[src/rtl/ata_pio_pkg.sv]
package ata_pio_pkg;
  typedef enum logic [2:0] {
    PH_IDLE    = 3'd0,
    PH_SETUP   = 3'd1,
    PH_STROBE  = 3'd2,
    PH_RECOVER = 3'd3,
    PH_HOLD    = 3'd4,
    PH_DEVRST  = 3'd5
  } ph_e;
endpackage

[src/rtl/ata_phase_timer.sv]
module ata_phase_timer #(
  parameter int W = 16
) (
  input  logic         clk,
  input  logic         rst_n,
  input  logic         load,
  input  logic [W-1:0] len,
  output logic         last
);
  logic [W-1:0] cnt;

  // a length of zero is clamped to one cycle
  always_ff @(posedge clk) begin
    if (!rst_n)          cnt <= '0;
    else if (load)       cnt <= (len == '0) ? '0 : len - 1'b1;
    else if (cnt != '0)  cnt <= cnt - 1'b1;
  end

  assign last = (cnt == '0);


  zero_len_chk: assert property (@(posedge clk) disable iff (!rst_n)
    (load && len == '0) |=> last);
endmodule

[src/rtl/ata_irq_sync.sv]
module ata_irq_sync #(
  parameter int STAGES = 2
) (
  input  logic clk,
  input  logic rst_n,
  input  logic din,
  output logic dout
);
  logic [STAGES-1:0] chain;

  always_ff @(posedge clk) begin
    if (!rst_n) chain <= '0;
    else        chain <= {chain[STAGES-2:0], din};
  end

  assign dout = chain[STAGES-1];
endmodule

[src/rtl/ata_pio_seq.sv]
module ata_pio_seq
  import ata_pio_pkg::*;
#(
  parameter int AW        = 5,
  parameter int DW        = 16,
  parameter int TW        = 8,
  parameter int RW        = 16,
  parameter logic [AW-1:0] IDLE_ADDR = '0
) (
  input  logic          clk,
  input  logic          rst_n,
  input  logic          req_valid,
  output logic          req_ready,
  input  logic          req_write,
  input  logic [AW-1:0] req_addr,
  input  logic [DW-1:0] req_wdata,
  output logic          rsp_valid,
  output logic [DW-1:0] rsp_rdata,
  output logic          busy,
  input  logic          dev_rst_req,
  input  logic [TW-1:0] cfg_setup,
  input  logic [TW-1:0] cfg_strobe,
  input  logic [TW-1:0] cfg_recover,
  input  logic [TW-1:0] cfg_hold,
  input  logic [RW-1:0] cfg_rst_len,
  output logic [AW-1:0] ata_addr,
  output logic [DW-1:0] ata_dout,
  output logic          ata_oe,
  input  logic [DW-1:0] ata_din,
  output logic          ata_rd_n,
  output logic          ata_wr_n,
  output logic          ata_rst_n
);
  ph_e           st;
  logic          wr_q;
  logic [AW-1:0] addr_q;
  logic [DW-1:0] wdata_q;
  logic [DW-1:0] rdata_q;
  logic          done_q;

  logic          tload;
  logic [RW-1:0] tlen;
  logic          tlast;

  ata_phase_timer #(.W(RW)) u_timer (
    .clk  (clk),
    .rst_n(rst_n),
    .load (tload),
    .len  (tlen),
    .last (tlast)
  );

  // timer reload at each phase entry
  always_comb begin
    tload = 1'b0;
    tlen  = '0;
    unique case (st)
      PH_IDLE: begin
        if (dev_rst_req) begin
          tload = 1'b1; tlen = cfg_rst_len;
        end else if (req_valid) begin
          tload = 1'b1; tlen = RW'(cfg_setup);
        end
      end
      PH_SETUP:   if (tlast) begin tload = 1'b1; tlen = RW'(cfg_strobe);  end
      PH_STROBE:  if (tlast) begin tload = 1'b1; tlen = RW'(cfg_recover); end
      PH_RECOVER: if (tlast) begin tload = 1'b1; tlen = RW'(cfg_hold);    end
      default: ;
    endcase
  end

  always_ff @(posedge clk) begin
    if (!rst_n) begin
      st      <= PH_IDLE;
      wr_q    <= 1'b0;
      addr_q  <= '0;
      wdata_q <= '0;
      rdata_q <= '0;
      done_q  <= 1'b0;
    end else begin
      done_q <= 1'b0;
      unique case (st)
        PH_IDLE: begin
          if (dev_rst_req) st <= PH_DEVRST;
          else if (req_valid) begin
            st      <= PH_SETUP;
            wr_q    <= req_write;
            addr_q  <= req_addr;
            wdata_q <= req_wdata;
          end
        end
        PH_SETUP:   if (tlast) st <= PH_STROBE;
        PH_STROBE: begin
          if (tlast) begin
            st <= PH_RECOVER;
            if (!wr_q) rdata_q <= ata_din;
          end
        end
        PH_RECOVER: if (tlast) st <= PH_HOLD;
        PH_HOLD: begin
          if (tlast) begin
            st     <= PH_IDLE;
            done_q <= 1'b1;
          end
        end
        PH_DEVRST:  if (tlast) st <= PH_IDLE;
        default:    st <= PH_IDLE;
      endcase
    end
  end

  logic addr_phase;
  logic xfer_phase;
  assign addr_phase = (st == PH_SETUP) || (st == PH_STROBE) || (st == PH_RECOVER);
  assign xfer_phase = addr_phase || (st == PH_HOLD);

  assign req_ready = (st == PH_IDLE) && !dev_rst_req;
  assign busy      = (st != PH_IDLE);
  assign rsp_valid = done_q;
  assign rsp_rdata = rdata_q;
  assign ata_addr  = addr_phase ? addr_q : IDLE_ADDR;
  assign ata_oe    = xfer_phase && wr_q;
  assign ata_dout  = ata_oe ? wdata_q : '0;
  assign ata_wr_n  = !((st == PH_STROBE) && wr_q);
  assign ata_rd_n  = !((st == PH_STROBE) && !wr_q);
  assign ata_rst_n = (st != PH_DEVRST);


  strobe_excl_chk: assert property (@(posedge clk) disable iff (!rst_n)
    !(!ata_rd_n && !ata_wr_n));

  addr_stable_chk: assert property (@(posedge clk) disable iff (!rst_n)
    (!ata_rd_n || !ata_wr_n) |-> $stable(ata_addr));

  read_no_drive_chk: assert property (@(posedge clk) disable iff (!rst_n)
    !ata_rd_n |-> !ata_oe);

  devrst_quiet_chk: assert property (@(posedge clk) disable iff (!rst_n)
    !ata_rst_n |-> (ata_rd_n && ata_wr_n && !ata_oe && !req_ready));

  done_after_hold_chk: assert property (@(posedge clk) disable iff (!rst_n)
    rsp_valid |-> ($past(st) == PH_HOLD && !busy));

  req_latched_chk: assert property (@(posedge clk) disable iff (!rst_n)
    (xfer_phase && $past(st) != PH_IDLE) |-> ($stable(addr_q) && $stable(wr_q)));
endmodule

[src/rtl/ata_pio_engine.sv]
module ata_pio_engine #(
  parameter int AW = 5,
  parameter int DW = 16,
  parameter int TW = 8,
  parameter int RW = 16,
  parameter int SYNC_STAGES = 2
) (
  input  logic          clk,
  input  logic          rst_n,
  input  logic          req_valid,
  output logic          req_ready,
  input  logic          req_write,
  input  logic [AW-1:0] req_addr,
  input  logic [DW-1:0] req_wdata,
  output logic          rsp_valid,
  output logic [DW-1:0] rsp_rdata,
  output logic          busy,
  input  logic          dev_rst_req,
  input  logic [TW-1:0] cfg_setup,
  input  logic [TW-1:0] cfg_strobe,
  input  logic [TW-1:0] cfg_recover,
  input  logic [TW-1:0] cfg_hold,
  input  logic [RW-1:0] cfg_rst_len,
  output logic [AW-1:0] ata_addr,
  output logic [DW-1:0] ata_dout,
  output logic          ata_oe,
  input  logic [DW-1:0] ata_din,
  output logic          ata_rd_n,
  output logic          ata_wr_n,
  output logic          ata_rst_n,
  input  logic          ata_irq,
  output logic          dev_irq
);
  ata_pio_seq #(.AW(AW), .DW(DW), .TW(TW), .RW(RW)) u_seq (
    .clk        (clk),
    .rst_n      (rst_n),
    .req_valid  (req_valid),
    .req_ready  (req_ready),
    .req_write  (req_write),
    .req_addr   (req_addr),
    .req_wdata  (req_wdata),
    .rsp_valid  (rsp_valid),
    .rsp_rdata  (rsp_rdata),
    .busy       (busy),
    .dev_rst_req(dev_rst_req),
    .cfg_setup  (cfg_setup),
    .cfg_strobe (cfg_strobe),
    .cfg_recover(cfg_recover),
    .cfg_hold   (cfg_hold),
    .cfg_rst_len(cfg_rst_len),
    .ata_addr   (ata_addr),
    .ata_dout   (ata_dout),
    .ata_oe     (ata_oe),
    .ata_din    (ata_din),
    .ata_rd_n   (ata_rd_n),
    .ata_wr_n   (ata_wr_n),
    .ata_rst_n  (ata_rst_n)
  );

  ata_irq_sync #(.STAGES(SYNC_STAGES)) u_irq_sync (
    .clk  (clk),
    .rst_n(rst_n),
    .din  (ata_irq),
    .dout (dev_irq)
  );
endmodule

[config.mk]
export PLATFORM = sky130hd
export DESIGN_NAME = ata_pio_engine
export DESIGN_NICKNAME = d
export VERILOG_FILES = /design/src/rtl/ata_pio_pkg.sv /design/src/rtl/ata_phase_timer.sv /design/src/rtl/ata_irq_sync.sv /design/src/rtl/ata_pio_seq.sv /design/src/rtl/ata_pio_engine.sv
export SDC_FILE = /design/constraint.sdc
export NUM_CORES = 1
export LEC_CHECK = 0
export BUFFER_PORTS_ARGS = -buffer_cell sky130_fd_sc_hd__clkbuf_2
export CAP_MARGIN = 25
export CORE_ASPECT_RATIO = 1.25
export CORE_MARGIN = 5
export CORE_UTILIZATION = 35
export CTS_CLUSTER_DIAMETER = 50
export DETAILED_ROUTE_END_ITERATION = 10
export GPL_TIMING_DRIVEN = 0
export HOLD_SLACK_MARGIN = 0.02
export PLACE_DENSITY = 0.61
export SLEW_MARGIN = 10
export SYNTH_ARGS = -nofsm -noshare
export SYNTH_HDL_FRONTEND = slang
export SYNTH_SLANG_ARGS = --single-unit
[constraint.sdc]
create_clock -name clk -period 4 [get_ports clk]
set_input_delay 0.4 -clock clk [delete_from_list [all_inputs] [get_ports clk]]
set_output_delay 0.4 -clock clk [all_outputs]
set_load 0.02 [all_outputs]
# Word-level counts from Yosys, hierarchy flattened
# Index checks and enable logic that the tools add are counted.
[op_classes]
add_sub_neg = 2
eq_ne = 11
n_mux = 22
bitwise_logic = 2
n_reduce_logical = 23
[ops]
columns = ["operator", "count"]
rows = [
  ["$mux W16", 5],
  ["$pmux W16 S4", 1],
  ["$logic_not A16 Y1", 2],
  ["$mux W8", 4],
  ["$sub A16 B1 Y16 const B", 2],
  ["$mux W3", 6],
  ["$reduce_bool A16 Y1", 1],
  ["$pmux W3 S5", 1],
  ["$ne A2 B1 Y1 const B", 4],
  ["$eq A3 B2 Y1 const B", 2],
  ["$eq A3 B3 Y1 const B", 2],
  ["$ne A3 B3 Y1 const B", 2],
  ["$reduce_and A3 Y1", 2],
  ["$mux W5", 1],
  ["$reduce_and A5 Y1", 1],
  ["$logic_and A1 B1 Y1", 4],
  ["$logic_not A1 Y1", 4],
  ["$eq A3 B1 Y1 const B", 1],
  ["$logic_not A3 Y1", 1],
  ["$logic_or A1 B1 Y1", 3],
  ["$mux W1", 3],
  ["$reduce_bool A3 Y1", 1],
  ["$reduce_or A3 Y1", 1],
  ["$not A1 Y1", 2],
  ["other kinds (4)", 4],
]
[word_totals]
reg_bits = 60
inputBits = 91

# Logic depth before layout (Yosys ltp)
[logic_depth]
depth_word = 6
ltp_mapped = 14
mapped_depth_nobuf = 12

# Modules after synthesis
# A second synthesis with hierarchy kept.
[hier_totals]
hier_cells = 424
hier_area_um2 = 3533.4
[by_module_without_submodules]
columns = ["module", "n_inst", "cells_each", "area_each_um2", "seq_area_each_um2"]
rows = [
  ["ata_pio_seq", 1, 276, 2349.8, 840.8],
  ["ata_phase_timer", 1, 144, 1131.1, 320.3],
  ["ata_irq_sync", 1, 4, 52.6, 40.0],
]

# Least setup slack after synthesis
# OpenSTA, ideal clock, no wires.
[synth_timing]
path_kind = "reg-to-reg"
from = "register u_seq.st[2]"
to = "register u_seq.u_timer.cnt[14]"
setup_ns = 0.121
arrival_time_ns = 3.170
required_ns = 3.879
slack_ns = 0.709
stages_incl_launch_ff = 15
path_buffers = 5
period_less_slack_ns = 3.291
cell_sequence = "dfxtp_1 > clkbuf_1 > or3_1 > clkbuf_1 > nor2_1 > clkbuf_1 > clkbuf_1 > a222oi_1 > ha_1 > inv_1 > a311oi_1 > clkbuf_1 > nand3_1 > o211ai_1 > a2bb2oi_1"
[synth_between]
elab_chain_cells = 5
elab_cells_between_ends = 12
[synth_lines]
columns = ["item", "line_no", "source"]
rows = [
  ["start, declared", "ata_pio_seq.sv:34", "ph_e st;"],
  ["start signal, assigned", "ata_pio_seq.sv:74", "st <= PH_IDLE;"],
  ["start signal, assigned", "ata_pio_seq.sv:84", "if (dev_rst_req) st <= PH_DEVRST;"],
  ["start signal, assigned", "ata_pio_seq.sv:86", "st <= PH_SETUP;"],
  ["$eq A3 B2 Y1, or another cell as far along", "ata_pio_seq.sv:57", "unique case (st)"],
  ["$pmux W16 S4", "ata_pio_seq.sv:57", ""],
  ["$sub A16 B1 Y16 / $logic_not A16 Y1 (equally long branches)", "ata_phase_timer.sv:15", "else if (load) cnt <= (len == '0) ? '0 : len - 1'b1;"],
  ["$mux W16 (2 in series)", "ata_phase_timer.sv:15", ""],
  ["end signal, assigned", "ata_phase_timer.sv:15", ""],
  ["end signal, assigned", "ata_phase_timer.sv:16", "else if (cnt != '0) cnt <= cnt - 1'b1;"],
  ["end, declared", "ata_phase_timer.sv:10", "logic [W-1:0] cnt;"],
]
# Several ways; a longest one is shown, not always the timed one.
# A chain may end at the register's enable or synchronous reset.

# Final worst setup path
[layout_timing]
from = "register u_seq.st[2]"
to = "register u_seq.u_timer.cnt[6]"
# Same word-level chain as after synthesis.

==> flow_summary_export.csv <==
group,metric,value,unit
die,die_y,127.4,µm
layout,regArea,1201,µm²
timing,finalHoldViolCount,0,
detailed_routing,drc,0,
die,core_area,10980,µm²
global_routing,grt_pass1_wl,20280,µm
timing,tightest_slew,0.7976,ns
yosys,yosysTopAreaCellShare,0.3111,
yosys,syn-cell-area,3861,µm²
worst_setup_path,cp_num_buf_inv,5,
timing,slew_headroom,0.4669,
clock_tree,htreeDepth,3,
worst_setup_path,startpoint,"u_seq.st[2]",
worst_setup_path,start_kind,"flop",
detailed_routing,vias,4122,
worst_setup_path,critPathMaxStageDelay,0.41,ns
yosys,synth_nets,577,
layout,diodes,0,
status,outcome,"completed",
timing,timing.final.crit_share,0.8972,
layout,multi_input_area,2491,µm²
die,dieWidth,103.9,µm
yosys,synth_edf_count,0,
place,globalplace.congestion,0.9363,
power,leakage,2.040,nW
timing,tns,0,ns
detailed_routing,top_layer,"met4",
timing,rsz0062_at_grt,"no",
global_routing,grt_antenna_before_repair,0,
clock_tree,worstSkewPairLatency,0.33,ns
worst_setup_path,rr_worst_depth,13,
worst_setup_path,r2r-start,"u_seq.st[2]",
clock_tree,cts_buffers,9,
detailed_routing,drt_wl_total,12390,µm
detailed_routing,antenna_left,0,
die,die_area,13250,µm²
detailed_routing,wl_met1,5133,µm
clock_tree,ctsHoldBuffers,0,
yosys,seq_area_frac_synth,0.3111,
worst_setup_path,r2r-end,"u_seq.u_timer.cnt[6]",
yosys,synthFlopType,"dfxtp_1",
global_routing,grt_pass1_vias,4111,
layout,layout_commonest_cell,"clkbuf_2",
clock_tree,cts_tree,"done",
yosys,synth-seq-cells,60,
detailed_routing,wl_met2,6180,µm
die,ios,136,
clock_tree,path_clk_slew,0.05,ns
place,port-buffer-count,133,
global_routing,overflow,0,
timing,clock-skew-final,0.01076,ns
place,hpwl,9909,µm
detailed_routing,vias_per_cell,5.395,
hold_path,min_path_cells,2,
place,postPlaceCellArea,4696,µm²
worst_setup_path,cp-end-kind,"flop",
layout,final_util,0.4522,
detailed_routing,wl_per_cell,16.21,µm
global_routing,grt_max_degree,11,
layout,final_cell_mix,"clkbuf_2, nand2_1, dfxtp_1",
yosys,post-synth-top-area-cell,"dfxtp_1",
yosys,yosys_warnings,0,
timing,maxSlewViolCount,0,
hold_path,hold_class,"input port to flop",
yosys,synth_cell_types,73,
worst_setup_path,crit_family,"buffers and inverters",
die,rows,43,
power,power_density,631.5,nW/µm²
clock_tree,clk_path_buf_depth,2,
layout,design_area,4964,µm²
layout,fill_cells,1127,
global_routing,globalRouteTotalUtil,0.1854,
power,vdd_drop_max,0.3716,mV
worst_setup_path,crit_top_cell,"clkbuf_1",
timing,period_minus_slack,3.589,ns
die,start_util,0.3518,
detailed_routing,first_pass_iters,5,
yosys,syn-instance-count,482,
worst_setup_path,slowest_stage,"a222oi_1",
clock_tree,root_buffer,"clkbuf_16",
worst_setup_path,path_class,"flop to flop",
worst_setup_path,worstPathCellList,"clkbuf_1 > or3_4 > nor2_1 > clkbuf_1 > clkbuf_1 > a222oi_1 > ha_1 > inv_1 > a311oi_2 > clkbuf_2 > nand3_1 > o2bb2ai_1 > a22oi_1",
detailed_routing,drt_iter0_drc,284,
yosys,synthArstFlopShare,0,
timing,fmax,278.6,MHz
worst_setup_path,worstPathMaxFanout,10,
yosys,avgSynthCellArea,8.011,µm²
yosys,synth_area_leaders,"dfxtp_1, nand2_1, a21boi_0, and2_1, a21boi_2",
layout,layout-drive-gt1-share,0.3291,
layout,syn_to_final_growth,28.55,%
hold_path,hold_start,"ata_irq",
clock_tree,cts_sinks,60,
worst_setup_path,reg2reg_setup_slack,0.41,ns
detailed_routing,met3_length,880,µm
layout,nNetsFinal,720,
timing,finalSetupViolCount,0,
run,cap_violations,0,
worst_setup_path,cp.arrival,3.76,ns
hold_path,holdPathEnd,"u_irq_sync.chain[0]",
worst_setup_path,required,4.17,ns
[where the power goes]
part / total [mW] / switching [mW] / internal, mW
Sequential: 0.786 / 0.0878 / 0.698
Combinational: 1.67 / 1.03 / 0.644
Clock: 0.680 / 0.268 / 0.411
Total: 3.13 / 1.38 / 1.75
[per-stage QoR]
stage | total power [mW] | hold WS (ns) | setup WS (ns) | std cells
floorplan | 1.995 | 0.4119 | 0.7088 | 482
global placement | 2.407 | 0.4195 | -0.1586 | 750
detailed placement | 2.428 | 0.4254 | -0.2246 | 750
CTS | 3.134 | 0.2920 | 0.09132 | 765
global route | 3.350 | 0.3037 | 0.06936 | 764
finish | 3.135 | 0.3001 | 0.4111 | 764
[state kept, by name, indices dropped and copies added (netlist names)]
| register | flops |
|---|---|
| u_seq.rsp_rdata | 16 |
| u_seq.u_timer.cnt | 16 |
| u_seq.wdata_q | 16 |
| u_seq.addr_q | 5 |
| u_seq.st | 3 |
| u_irq_sync.chain | 2 |
| u_seq.rsp_valid | 1 |
| u_seq.wr_q | 1 |
[worst max path at each step]
stage	cells after the start	end
after detailed placement	14	u_seq.u_timer.cnt[14]
after global placement	14	u_seq.u_timer.cnt[14]
after CTS	14	u_seq.u_timer.cnt[14]
after global routing	13	u_seq.u_timer.cnt[14]
after floorplan	14	u_seq.u_timer.cnt[14]
final	13	u_seq.u_timer.cnt[6]
[routing by layer]
| metal | vias up | global-route usage |
|---|---|---|
| met5 | - | 0 |
| met4 | 0 | 0.05107 |
| met3 | 15 | 0.05306 |
| met2 | 167 | 0.3232 |
| met1 | 1909 | 0.2229 |
| li1 | 2031 | - |
[kinds of logic (layout without fill, tap and decap cells)]
| logic type | count (synthesis) | in the layout | synth area share |
|---|---|---|---|
| flops | 60 | 60 | 0.3111 |
| fa+ha+maj | 4 | 4 | 0.01296 |
| mux | 8 | 8 | 0.02333 |
| simple gates | 209 | 209 | 0.2871 |
| compound gates | 144 | 144 | 0.2848 |
| buf+inv | 42 | 189 | 0.04666 |
| xor+xnor | 15 | 15 | 0.03403 |
[final cells by class]
type / count / area share
plain buffers: 32 / 0.02899
clock buffers: 10 / 0.04613
clock inverters: 5 / 0.006050
inverters: 9 / 0.006806
multi-input cells: 380 / 0.5019
flip-flops and latches: 60 / 0.2420
well taps: 135 / 0.03403
repair buffers: 133 / 0.1341
[synthesized netlist by cell type (10+ instances only)]
master    instances
clkbuf_1         24
dfxtp_1          60
and2_1           24
a31oi_1          10
o21ai_0          11
nand2_2          10
a21oi_1          15
nor3_1           11
a21boi_2         10
nand2_1          85
nor2_1           23
a21boi_0         30
[timing repair]
item | in CTS | in global routing
endpoints found under the setup margin | 7 | 7
gates resized for setup | 2 | 1
setup buffers | 0 | 0
Power figures use the tool's default switching activity.
